`config.mk`:
```
export PLATFORM = sky130hd
export DESIGN_NAME = phy_seq_ctrl
export DESIGN_NICKNAME = d
export VERILOG_FILES = /design/src/rtl/phy_seq_pkg.sv /design/src/rtl/phy_band_sel.sv /design/src/rtl/phy_wait_timer.sv /design/src/rtl/phy_seq_ctrl.sv
export SDC_FILE = /design/constraint.sdc
export NUM_CORES = 1
export LEC_CHECK = 0
export ABC_AREA = 0
export BUFFER_PORTS_ARGS = -buffer_cell sky130_fd_sc_hd__buf_2
export CAP_MARGIN = 10
export CORE_MARGIN = 4
export CORE_UTILIZATION = 30
export DETAILED_ROUTE_END_ITERATION = 16
export HOLD_SLACK_MARGIN = 0.1
export PLACE_DENSITY = 0.62
export SLEW_MARGIN = 10
export SYNTH_ARGS = -nofsm -noshare
export SYNTH_HDL_FRONTEND = slang
export SYNTH_HIERARCHICAL = 1
export SYNTH_SLANG_ARGS = --single-unit
```
`constraint.sdc`:
```
create_clock -name clk -period 2.9 [get_ports clk]
set_input_delay 0.29 -clock clk [delete_from_list [all_inputs] [get_ports clk]]
set_output_delay 0.29 -clock clk [all_outputs]
set_load 0.05 [all_outputs]
```
`src/rtl/phy_seq_pkg.sv`:
```
package phy_seq_pkg;

    localparam int NUM_BANDS = 5;

    localparam logic [31:0] BAND_LO [NUM_BANDS] = '{32'd0, 32'd20_000_000, 32'd42_500_000,
                                                    32'd85_000_000, 32'd170_000_000};
    localparam logic [31:0] BAND_HI [NUM_BANDS] = '{32'd20_000_000, 32'd42_500_000, 32'd85_000_000,
                                                    32'd170_000_000, 32'd340_000_000};
    localparam logic [7:0]  BAND_IDF [NUM_BANDS] = '{8'd1, 8'd2, 8'd4, 8'd8, 8'd16};
    localparam logic [1:0]  BAND_ODF [NUM_BANDS] = '{2'd3, 2'd3, 2'd2, 2'd1, 2'd0};

    localparam logic [7:0]  FB_MULT       = 8'd40;
    localparam logic [31:0] CFG_BASE      = 32'h000D_0001;   // enable, ext data, sink det, bias det
    localparam logic [31:0] CFG_SRC_TERM  = 32'h0100_0000;
    localparam logic [31:0] CFG_RESERVED  = 32'h010F_0003;
    localparam logic [31:0] CFG_OFF_WORD  = 32'h000C_0000;
    localparam logic [31:0] TERM_ABOVE_HZ = 32'd165_000_000;
    localparam logic [31:0] BOOST_LO_HZ   = 32'd250_000_000;
    localparam logic [31:0] BOOST_HI_HZ   = 32'd300_000_000;
    localparam logic [31:0] BOOST_VALUE   = 32'h0000_1110;

    typedef struct packed {
        logic       valid;
        logic [7:0] idf;
        logic [1:0] odf;
    } band_t;

    typedef enum logic [3:0] {
        ST_IDLE, ST_PLL, ST_LOCK, ST_CFG, ST_ICTL, ST_CAL,
        ST_OFF_CFG, ST_OFF_PLL, ST_UNLOCK, ST_OK, ST_FAIL
    } seq_state_t;

    function automatic logic [31:0] pll_word(band_t b);
        return {6'd0, b.odf, b.idf, FB_MULT, 7'd0, 1'b1};
    endfunction

    function automatic logic [31:0] cfg_word(logic [31:0] freq);
        logic [31:0] w;
        w = CFG_BASE;
        if (freq > TERM_ABOVE_HZ)
            w = w | CFG_SRC_TERM;
        if (freq >= BOOST_LO_HZ && freq <= BOOST_HI_HZ)
            w = w | (BOOST_VALUE & ~CFG_RESERVED);
        return w;
    endfunction

endpackage

```
`src/rtl/phy_band_sel.sv`:
```
module phy_band_sel
    import phy_seq_pkg::*;
(
    input  logic [31:0]          freq,
    output band_t                band,
    output logic [NUM_BANDS-1:0] hits
);
    for (genvar i = 0; i < NUM_BANDS; i++) begin : g_band
        assign hits[i] = (freq >= BAND_LO[i]) && (freq < BAND_HI[i]);
    end

    always_comb begin
        band = '0;
        for (int i = NUM_BANDS - 1; i >= 0; i--) begin
            if (hits[i]) begin
                band.valid = 1'b1;
                band.idf   = BAND_IDF[i];
                band.odf   = BAND_ODF[i];
            end
        end
    end
endmodule

```
`src/rtl/phy_wait_timer.sv`:
```
module phy_wait_timer #(
    parameter int LIMIT = 5_000_000
) (
    input  logic clk,
    input  logic rst,
    input  logic run,
    output logic expired
);
    localparam int CW = (LIMIT > 2) ? $clog2(LIMIT) : 1;
    localparam logic [CW-1:0] LAST = CW'(LIMIT - 1);

    logic [CW-1:0] cnt_q;

    always_ff @(posedge clk) begin
        if (rst || !run)
            cnt_q <= '0;
        else if (cnt_q != LAST)
            cnt_q <= cnt_q + 1'b1;
    end

    assign expired = run && (cnt_q == LAST);

    p_cnt_bound_r7: assert property (@(posedge clk) disable iff (rst)
        cnt_q <= LAST);
endmodule

```
`src/rtl/phy_seq_ctrl.sv`:
```
module phy_seq_ctrl
    import phy_seq_pkg::*;
#(
    parameter int ADDR_W         = 12,
    parameter int TIMEOUT_CYCLES = 5_000_000,
    parameter logic [ADDR_W-1:0] PLL_ADDR  = 12'h510,
    parameter logic [ADDR_W-1:0] CFG_ADDR  = 12'h504,
    parameter logic [ADDR_W-1:0] ICTL_ADDR = 12'h518,
    parameter logic [ADDR_W-1:0] CAL_ADDR  = 12'h520
) (
    input  logic              clk,
    input  logic              rst,
    input  logic              start_req,
    input  logic              stop_req,
    input  logic [31:0]       pix_freq_hz,
    input  logic              pll_locked,
    output logic              wr_en,
    output logic [ADDR_W-1:0] wr_addr,
    output logic [31:0]       wr_data,
    output logic              seq_done,
    output logic              seq_err
);
    seq_state_t state_q, state_d;
    logic [31:0] freq_q, freq_sel;
    band_t band;
    logic [NUM_BANDS-1:0] band_hits;
    logic waiting, expired;

    assign freq_sel = (state_q == ST_IDLE) ? pix_freq_hz : freq_q;

    phy_band_sel u_band (
        .freq (freq_sel),
        .band (band),
        .hits (band_hits)
    );

    assign waiting = (state_q == ST_LOCK) || (state_q == ST_UNLOCK);

    phy_wait_timer #(.LIMIT(TIMEOUT_CYCLES)) u_timer (
        .clk     (clk),
        .rst     (rst),
        .run     (waiting),
        .expired (expired)
    );

    always_comb begin
        state_d = state_q;
        case (state_q)
            ST_IDLE: begin
                if (start_req)
                    state_d = band.valid ? ST_PLL : ST_FAIL;
                else if (stop_req)
                    state_d = ST_OFF_CFG;
            end
            ST_PLL:     state_d = ST_LOCK;
            ST_LOCK: begin
                if (pll_locked)   state_d = ST_CFG;
                else if (expired) state_d = ST_FAIL;
            end
            ST_CFG:     state_d = ST_ICTL;
            ST_ICTL:    state_d = ST_CAL;
            ST_CAL:     state_d = ST_OK;
            ST_OFF_CFG: state_d = ST_OFF_PLL;
            ST_OFF_PLL: state_d = ST_UNLOCK;
            ST_UNLOCK: begin
                if (!pll_locked)  state_d = ST_OK;
                else if (expired) state_d = ST_FAIL;
            end
            default:    state_d = ST_IDLE;
        endcase
    end

    always_ff @(posedge clk) begin
        if (rst) begin
            state_q <= ST_IDLE;
            freq_q  <= '0;
        end else begin
            state_q <= state_d;
            if (state_q == ST_IDLE && start_req)
                freq_q <= pix_freq_hz;
        end
    end

    always_comb begin
        wr_en   = 1'b1;
        wr_addr = '0;
        wr_data = '0;
        case (state_q)
            ST_PLL:     begin wr_addr = PLL_ADDR;  wr_data = pll_word(band); end
            ST_CFG:     begin wr_addr = CFG_ADDR;  wr_data = cfg_word(freq_q); end
            ST_ICTL:    wr_addr = ICTL_ADDR;
            ST_CAL:     wr_addr = CAL_ADDR;
            ST_OFF_CFG: begin wr_addr = CFG_ADDR;  wr_data = CFG_OFF_WORD; end
            ST_OFF_PLL: wr_addr = PLL_ADDR;
            default:    wr_en = 1'b0;
        endcase
    end

    assign seq_done = (state_q == ST_OK);
    assign seq_err  = (state_q == ST_FAIL);

    p_bands_disjoint_r2: assert property (@(posedge clk) disable iff (rst)
        $onehot0(band_hits));
    p_done_pulse_r10: assert property (@(posedge clk) disable iff (rst)
        seq_done |=> !seq_done);
    p_err_pulse_r10: assert property (@(posedge clk) disable iff (rst)
        seq_err |=> !seq_err);
    p_done_err_excl_r10: assert property (@(posedge clk) disable iff (rst)
        !(seq_done && seq_err));
    p_cfg_after_lock_r4: assert property (@(posedge clk) disable iff (rst)
        (wr_en && wr_addr == CFG_ADDR && wr_data[0]) |-> $past(pll_locked));
    p_pll_off_after_cfg_r8: assert property (@(posedge clk) disable iff (rst)
        (wr_en && wr_addr == PLL_ADDR && !wr_data[0])
            |-> $past(wr_en && wr_addr == CFG_ADDR && wr_data == CFG_OFF_WORD));
endmodule

```
**After elaboration in Yosys (flattened, before gate mapping)**

Cells that the tools add are included.

- Multiplexer cells: 18
- Order comparisons: 13
- Reduce and logical (&&, ||, !) cells: 15
- Equal/unequal tests: 13
- $add $sub $neg: 1

Operators by type and width:

| kind | number |
|---|---|
| one-hot mux 26 bit (3 select lines) | 1 |
| greater-or-equal comparator 32 x 28 -> 1 bit (second input constant) | 2 |
| 2-to-1 mux 11 bit | 5 |
| one-hot mux 11 bit (4 select lines) | 1 |
| one-hot mux 4 bit (9 select lines) | 1 |
| greater-or-equal comparator 32 x 1 -> 1 bit (second input constant) | 1 |
| greater-or-equal comparator 32 x 25 -> 1 bit (second input constant) | 1 |
| greater-or-equal comparator 32 x 26 -> 1 bit (second input constant) | 1 |
| greater-or-equal comparator 32 x 27 -> 1 bit (second input constant) | 1 |
| greater-than comparator 32 x 28 -> 1 bit (second input constant) | 1 |
| <= comparator 32 x 29 -> 1 bit (second input constant) | 1 |
| < comparator 32 x 25 -> 1 bit (second input constant) | 1 |
| < comparator 32 x 26 -> 1 bit (second input constant) | 1 |
| < comparator 32 x 27 -> 1 bit (second input constant) | 1 |
| < comparator 32 x 28 -> 1 bit (second input constant) | 1 |
| < comparator 32 x 29 -> 1 bit (second input constant) | 1 |
| 2-to-1 mux 32 bit | 1 |
| 2-to-1 mux 25 bit | 1 |
| 2-to-1 mux 4 bit | 6 |
| adder 23 x 1 -> 23 bit (second input constant) | 1 |
| equality test 23 bit (second input constant) | 1 |
| inequality test 23 bit (second input constant) | 1 |
| equality test 4 x 3 -> 1 bit (second input constant) | 4 |
| 2-to-1 mux 13 bit | 1 |
| other kinds (11) | 23 |

- Logic and storage cells: 63
- Output and inout bits: 47
- Flip-flop bits (word level): 59
- Input port bits: 37

**Longest topological paths before layout**

Gate-level depths: netlist (run 1).

- Word-level depth: 12
- Depth in mapped cells: 11
- Depth with buffers taken out: 10

**Hierarchy**

Netlist (run 1), hierarchy kept.

Modules (own cells, without submodules):

| module | area each (sq um) | times used | seq. area each (sq um) | cells each |
|---|---|---|---|---|
| phy_seq_ctrl | 2442.3 | 1 | 720.7 | 322 |
| phy_wait_timer | 1236.2 | 1 | 460.4 | 149 |
| phy_band_sel | 431.7 | 1 | 0.0 | 63 |

**Worst setup path after synthesis (run 1)**

No wires, ideal clock.

- Path type: register -> output
- Start point: reg state_q[0]
- End point: out wr_data[17]
- Path slack: -325 ps
- Arrival: 2935 ps
- Stages on the path, launching flop included: 8
- Path buffers: 1
- Data required time: 2610 ps
- Cells stage by stage: dfxtp_1 nor4_4 buf_2 mux2_2 or3b_1 a311o_1 a2111oi_2 and2_1

RTL lines:

| item | RTL line | source |
|---|---|---|
| start: declaration | phy_seq_ctrl.sv:23 | `seq_state_t state_q, state_d;` |
| start signal: assignment | phy_seq_ctrl.sv:78 | `state_q <= state_d;` |
| end: declaration | phy_seq_ctrl.sv:19 | `output logic [31:0] wr_data,` |

==> results of run 1 <==
[layer usage]
layer | track usage | share of wire | up-vias
met2 | 0.285 | 0.51 | 143
met5 | 0 | 0 | -
met1 | 0.189 | 0.41 | 1983
met3 | 0.0404 | 0.059 | 25
li1 | - | - | 2022
met4 | 0.0491 | 0.022 | 0
[through the flow]
step	instance area [um2]	setup WS [ns]	std cells	hold WS, ns	TNS, ns
3_3_place_gp	4610	-0.169	761	0.443	-0.507
2_1_floorplan	4140	0.00281	547	0.426	0
3_5_place_dp	4610	-0.184	761	0.451	-0.795
4_1_cts	5240	-0.511	783	0.199	-2.79
6_report	5340	-0.521	786	0.205	-3.45
5_1_grt	5340	-0.646	786	0.211	-4.57
[how the worst max path moves through the flow]
stage	endpoint
after floorplan	wr_data[24]
after global placement	wr_data[24]
after detailed placement	state_q[1]$_SDFFE_PP0P_
after CTS	wr_data[24]
after global routing	wr_data[24]
final	wr_data[24]
[layout make-up]
type	count	share of cell area
clock inverter	4	0.0183
tap	172	0.0403
timing repair buffer	108	0.151
inverter	4	0.00281
clock buffer	12	0.0462
sequential	59	0.222
multi-input combinational	427	0.520
[critical path, cell delays in order, from the launching register on]
cell,delay (ns)
sky130_fd_sc_hd__dfxtp_2,0.34
sky130_fd_sc_hd__nor4_4,0.28
sky130_fd_sc_hd__buf_4,0.19
sky130_fd_sc_hd__buf_12,0.12
sky130_fd_sc_hd__mux2_4,0.31
sky130_fd_sc_hd__or3b_4,0.41
sky130_fd_sc_hd__nor4_2,0.21
sky130_fd_sc_hd__and4_1,0.25
sky130_fd_sc_hd__o32ai_2,0.09
sky130_fd_sc_hd__nand2_1,0.12
sky130_fd_sc_hd__nand3_2,0.09
sky130_fd_sc_hd__o21a_4,0.24
sky130_fd_sc_hd__buf_8,0.14
[registers in the layout (all words and copies together) (netlist names)]
register / flops
u_timer/cnt_q: 23
freq_q: 32
state_q: 4
[power groups by stage]
stage,Clock [uW],Sequential (uW),Combinational (uW)
final,1230,1110,3830
after global routing,1300,1140,4100
after floorplan,0,1080,2210
after detailed placement,0,1120,3110
after global placement,0,1110,3070
after CTS,1260,1110,3730
[repair_timing]
action	CTS	global route
setup endpoints to repair	12	12
pin swaps	18	13
resized for setup	51	23
buffers inserted	4	4
cloned	2	0
==> results.txt, run 1 <==
The hold-critical path depth is 3. The cell area that synthesis handed to floorplanning was 4010 um2. The average cell area after synthesis came out at 7.66 um2. The first global-routing pass estimated 19,500 um of wire. The die covers 15,300 um2.

Setup repair after global routing could not meet its margin everywhere. In this run the power spent charging and discharging nets is 2600 uW. Across every metal layer, demand over resource in global routing totals 0.160. The clock latency on the worst-skew pair came out at 0.33 ns. The worst hold path begins at pix_freq_hz[2]. The clock tree synthesis step divided the H-tree into 3 levels. The power per unit of standard cell area is 1160 nW/um2. STA classifies the critical path startpoint as a register. The minimum setup slack among reg-to-reg paths came out at -0.18 ns. The core area is 12,900 um2. The sequential group share of total power came out at 0.181. The maximum number of pins on one net before global-route repair is 34. The half-perimeter wire length after detailed placement is 9110 um. Row generation in the floorplan step produced 41 rows. The tree built by TritonCTS fans out to 59 sinks. The die width came out at 124 um. In the layout the commonest cells are sky130_fd_sc_hd__nand2_1, sky130_fd_sc_hd__dfxtp_1, sky130_fd_sc_hd__a21oi_1.

The number of top-level pins came out at 84. The antenna diode count came out at 0. The design internal power came out at 3580 uW. The final antenna-violating net count came out at 0.

The total of hold buffers inserted after clock tree synthesis came out at 0. The most critical setup path has its startpoint at state_q[0]$_SDFFE_PP0P_. The count of vias placed by the detailed router came out at 4,173. The commonest non-fill, non-tap cell in the layout is sky130_fd_sc_hd__nand2_1. The die is 124 um tall. The post-route fraction of the period consumed by the critical path came out at 1.18. Of the total power, the clock network draws 0.199. The violation count after the first detailed-route iteration came out at 219. The number of nets at the end of the flow came out at 647. In the final layout, the share of cells above drive strength 1 is 0.298.

The number of antenna violations at the first check in global routing came out at 0. The wire length per cell after detailed routing came out at 15.6 um. For this run the aggregate overflow at the end of global routing stands at 0. At the worst endpoint, the required time is 2.61 ns. The final reports fail on negative setup slack. The setup violation total in the final timing report is 9. The number of I/O port buffers is 58. The worst register-to-register path ends at state_q[1]$_SDFFE_PP0P_.

The maximum operating frequency came out at 0.292 GHz. The final count of hold timing violations is 0. The clock tree from TritonCTS is yes.

The post-route clock skew is 0.00934 ns. The routed via count divided by cell count came out at 5.31. The run finished, with violations left.

The final core utilization came out at 0.414. The type of the most critical hold path is input port to register. The count of pins over their slew limit was 0. The initial utilization of the core area, before any placement, comes to 0.312. The maximum fanout along the worst path came out at 5. The worst register-to-register path has a depth of 13. The count of yosys warnings during synthesis is 6.

The transition time of the tightest slew-check pin is 0.750 ns. The share of total power in combinational logic came out at 0.620. The minimum clock period after layout came out at 3.42 ns. Max-cap violations in this run came to 0. The synthesis-to-finish area growth came out at 33.0%. The static leakage power is 0.00208 uW. The multi-input gate area in the final layout is 2770 um2. IR analysis of the VDD net gives a maximum drop of 0.342 mV. The first TritonRoute pass finished after 5 iterations. The number of buffers created by CTS came out at 9. Headroom to the max-slew limit came out at 0.495.

The worst register-to-register path begins at state_q[0]$_SDFFE_PP0P_. The number of standard cells after synthesis came out at 524. The buffer depth of the longest clock path is 2. The routed wire length came out at 12,300 um. The cell sitting at the root of the clock tree is a sky130_fd_sc_hd__clkbuf_16.

The post-layout total power is 6180 uW. The setup slack after layout is -0.521 ns. The worst endpoint data arrival time came out at 3.13 ns. The end of the worst hold path is freq_q[2]$_SDFFE_PP0P_. Of the total power, the share spent switching nets is 0.420.

The layout filler cell count is 1,287. The clock transition at the registers of the reported paths came out at 0.05 ns. The via count of the first global-routing pass came out at 3,953. For this run, design rule violations remaining after detail routing come to 0. In the final layout, flip-flops and latches occupy 1180 um2. Routability-driven placement finished with a final weighted congestion of 0.914. The type of the setup path with the least slack is register to output port. The worst setup path is captured at an output port.
(Power assumes the default switching activity.)
==> run 2, diff against run 1 <==
- CORE_UTILIZATION: 30 -> 55
- PLACE_DENSITY: 0.62 -> 0.91
- clock period: 2.9 -> 3.8 ns (I/O delays scaled with it)
==> run 2 against run 1 <==
The run now ends clean. Global-route usage grew 7.7 points. Clock-buffer cell count shrank 3. Cell area shrank 13%. Non-clock buffer count shrank 33. Utilization grew 25 points. Sequential share of layout area grew 3.6 points. Worst setup slack gained 0.63 ns. Power shrank 39%. Combinational power shrank 40%. Register-to-register slack gained 0.79 ns. Largest cell class unchanged.
==> results.txt, run 2 (same netlist as run 1, synthesis figures left out) <==
The fraction of layout instances using a drive strength above 1 came out at 0.236 (-0.0622). The element type at the critical path end is an output port. The post-route DRC violation count came out at 0 (unchanged). The buffer depth of the longest clock path is 2 (unchanged). The flow ran to the end, and the final reports show no timing, DRC or antenna violations. The clock transition at the registers of the reported paths is 0.08 ns (+0.03 ns). The wire length of the first global-routing pass is 16,900 um (-13%). The post-layout total power came to 3770 uW (-39%). The static leakage power is 0.00178 uW (-14%). TritonCTS built the clock tree. The overall overflow remaining after global route is 0 (unchanged). The maximum fanout along the worst path was 6 (+1). The first-pass detailed-route iteration total came out at 5 (unchanged). The number of buffers created by CTS is 9 (unchanged). The maximum number of pins on one net before global-route repair is 36 (+5.9%). The setup violation total in the final timing report came to 0 (-9). The clock latency on the worst-skew pair is 0.34 ns (about the same). The final antenna-violating net count came out at 0 (unchanged).

The number of I/O port buffers came to 58 (unchanged). The synthesis-to-finish area growth is 15.5%. The remaining max-slew budget at the tightest pin was 0.293 (-0.202). The number of antenna violations at the first check in global routing is 0 (unchanged). The number of nets at the end of the flow is 614 (-5.1%).

The routed via count divided by cell count was 6.11 (+15%). The tree is rooted in a sky130_fd_sc_hd__clkbuf_8. The worst path needs 3.69 ns of the cycle, external delays included. The final core utilization is 0.667 (+0.253).

The wire length per cell after detailed routing was 16.2 um (+3.4%). The post-route clock skew was 0.00996 ns (+0.000618 ns). The post-route non-filler standard cell count is 677 (-14%). The count of clock tree sinks is 59 (unchanged).

The top cell types in the final layout, fill and taps aside, are sky130_fd_sc_hd__nand2_1, sky130_fd_sc_hd__buf_2, sky130_fd_sc_hd__dfxtp_1. The power per unit of standard cell area came to 813 nW/um2 (-30%). In the finished design, the share of the clock period the worst path needs comes to 0.971.

The number of top-level pins is 84 (unchanged). The critical path startpoint category is a register. The worst endpoint data arrival time is 3.31 ns (+0.18 ns). The count of pins over their slew limit came out at 0 (unchanged).

The slowest stage of the critical path is the sky130_fd_sc_hd__or4_1 cell. The transition time of the tightest slew-check pin came to 1.06 ns (+0.308 ns). The row count is 30 (-27%). The worst-case vdd ir drop came to 0.667 mV (+95%). The half-perimeter wire length after detailed placement came out at 7660 um (-16%). The flip-flop count of the largest register, all copies and words added was 32 (unchanged). The buffers plus inverters on the worst setup path is 2 (-1).

The type of the setup path with the least slack is register to output port. The delay contributed by the slowest stage of the critical path is 0.50 ns (+0.09 ns). The final count of hold timing violations is 0 (unchanged). The count of vias placed by the detailed router came to 4,135 (-0.91%). The count of placed standard cells including taps came out at 647 (-15%). The die width is 93.4 um (-24%).

The final weighted congestion in routability-driven placement is 0.947 (+3.6%). The commonest non-fill, non-tap cell in the layout is sky130_fd_sc_hd__nand2_1. The antenna diode count is 0 (unchanged). The category of cells accounting for the largest share of critical-path delay is simple AND/OR/NAND/NOR gates. The type of the most critical hold path is input port to register. The number of levels in the clock H-tree came out at 3 (unchanged). The starting utilization of the core area is 0.578 (+0.266). The total of max-cap violations came out at 0 (unchanged). The largest register by flop count is freq_q. The via count of the first global-routing pass came out at 3,592 (-9.1%). The area of the die is 8720 um2 (-43%). The required time of the critical path is 3.42 ns (+0.81 ns). In the final layout, the registers with the most flip-flops are freq_q: 32 flops, u_timer/cnt_q: 23 flops, state_q: 4 flops.

The routed wire length is 10,900 um (-11%). The violation count after the first detailed-route iteration is 416 (+90%). The core area is 6940 um2 (-46%). The maximum operating frequency is 0.271 GHz. The chip height came out at 93.4 um (-24%). The minimum hold slack came to 0.280 ns (+0.0747 ns).

Traced cell by cell, the critical path runs through nor4_4 -> buf_6 -> mux2_2 -> or4_1 -> a41oi_1 -> o311a_1 -> o21a_1 -> and2_1 -> buf_2. The global-route usage over all layers is 0.237 (+0.0765).
-- run 2: cell count changes in the layout (fill, tap and decap cells not counted), moves of 3 or more --
cell                        before  now
sky130_fd_sc_hd__clkinv_4        0    3
sky130_fd_sc_hd__clkbuf_16       9    0
sky130_fd_sc_hd__mux2_4         15    7
sky130_fd_sc_hd__dfxtp_4         0    3
sky130_fd_sc_hd__buf_6          12    3
sky130_fd_sc_hd__buf_2          48   56
sky130_fd_sc_hd__clkbuf_8        1    9
sky130_fd_sc_hd__buf_4          42   14
sky130_fd_sc_hd__buf_8           3    0
sky130_fd_sc_hd__mux2_2         12   20
-- run 2: timing repair --
item	4_1_cts	5_1_grt
endpoints found under the setup margin	2	3
gates cloned	0	2
pin swaps	1	8
resized for setup	6	29
hold buffers	0	0
buffers inserted	0	12
-- run 2: worst paths after layout --
| path | slack (ns) | from | to | cells past startpoint |
|---|---|---|---|---|
| worst min register to register | 0.47 | freq_q[3]$_SDFFE_PP0P_ | freq_q[3]$_SDFFE_PP0P_ | 2 |
| worst max register to register | 0.61 | state_q[3]$_SDFFE_PP0P_ | state_q[1]$_SDFFE_PP0P_ | 11 |
| worst min-delay path | 0.28 | pix_freq_hz[8] | freq_q[8]$_SDFFE_PP0P_ | 3 |
| worst max-delay path | 0.11 | state_q[3]$_SDFFE_PP0P_ | wr_data[20] | 9 |
-- run 2: worst register-to-register path, delay by kind of cell (launching register included) --
kind / cells / cell delay, ns
DFF: 1 / 0.37
and+or+nand+nor: 4 / 1.09
buffers and inverters: 1 / 0.20
AOI/OAI and AO/OA: 5 / 0.99
muxes: 1 / 0.43
-- run 2: power breakdown --
group | switching, uW | leakage, uW | internal (uW)
Combinational | 1400 | 0.00121 | 893
Clock | 278 | 0.0000916 | 305
Sequential | 161 | 0.000482 | 730
-- run 2: layout make-up --
type                            count  area [um2]
Clock buffer                        9         124
Clock inverter                      7        78.8
Fill cell                         579        2310
Inverter                            4        15.0
Multi-Input combinational cell    427        2660
Sequential cell                    59        1190
Tap cell                           96         120
Timing Repair Buffer               75         439
-- run 2: routing by layer --
| layer | share of wire | track usage |
|---|---|---|
| met2 | 0.48 | 0.398 |
| met5 | 0 | 0 |
| met3 | 0.075 | 0.0475 |
| met4 | 0.024 | 0.0745 |
| met1 | 0.42 | 0.304 |
-- run 2: per-stage QoR --
stage	setup TNS [ns]	setup slack [ns]	cell area, um2
global route	-0.0762	-0.0384	4630
global placement	0	0.385	4190
CTS	0	0.0330	4420
detailed placement	0	0.249	4190
floorplan	0	0.555	4100
finish	0	0.110	4630
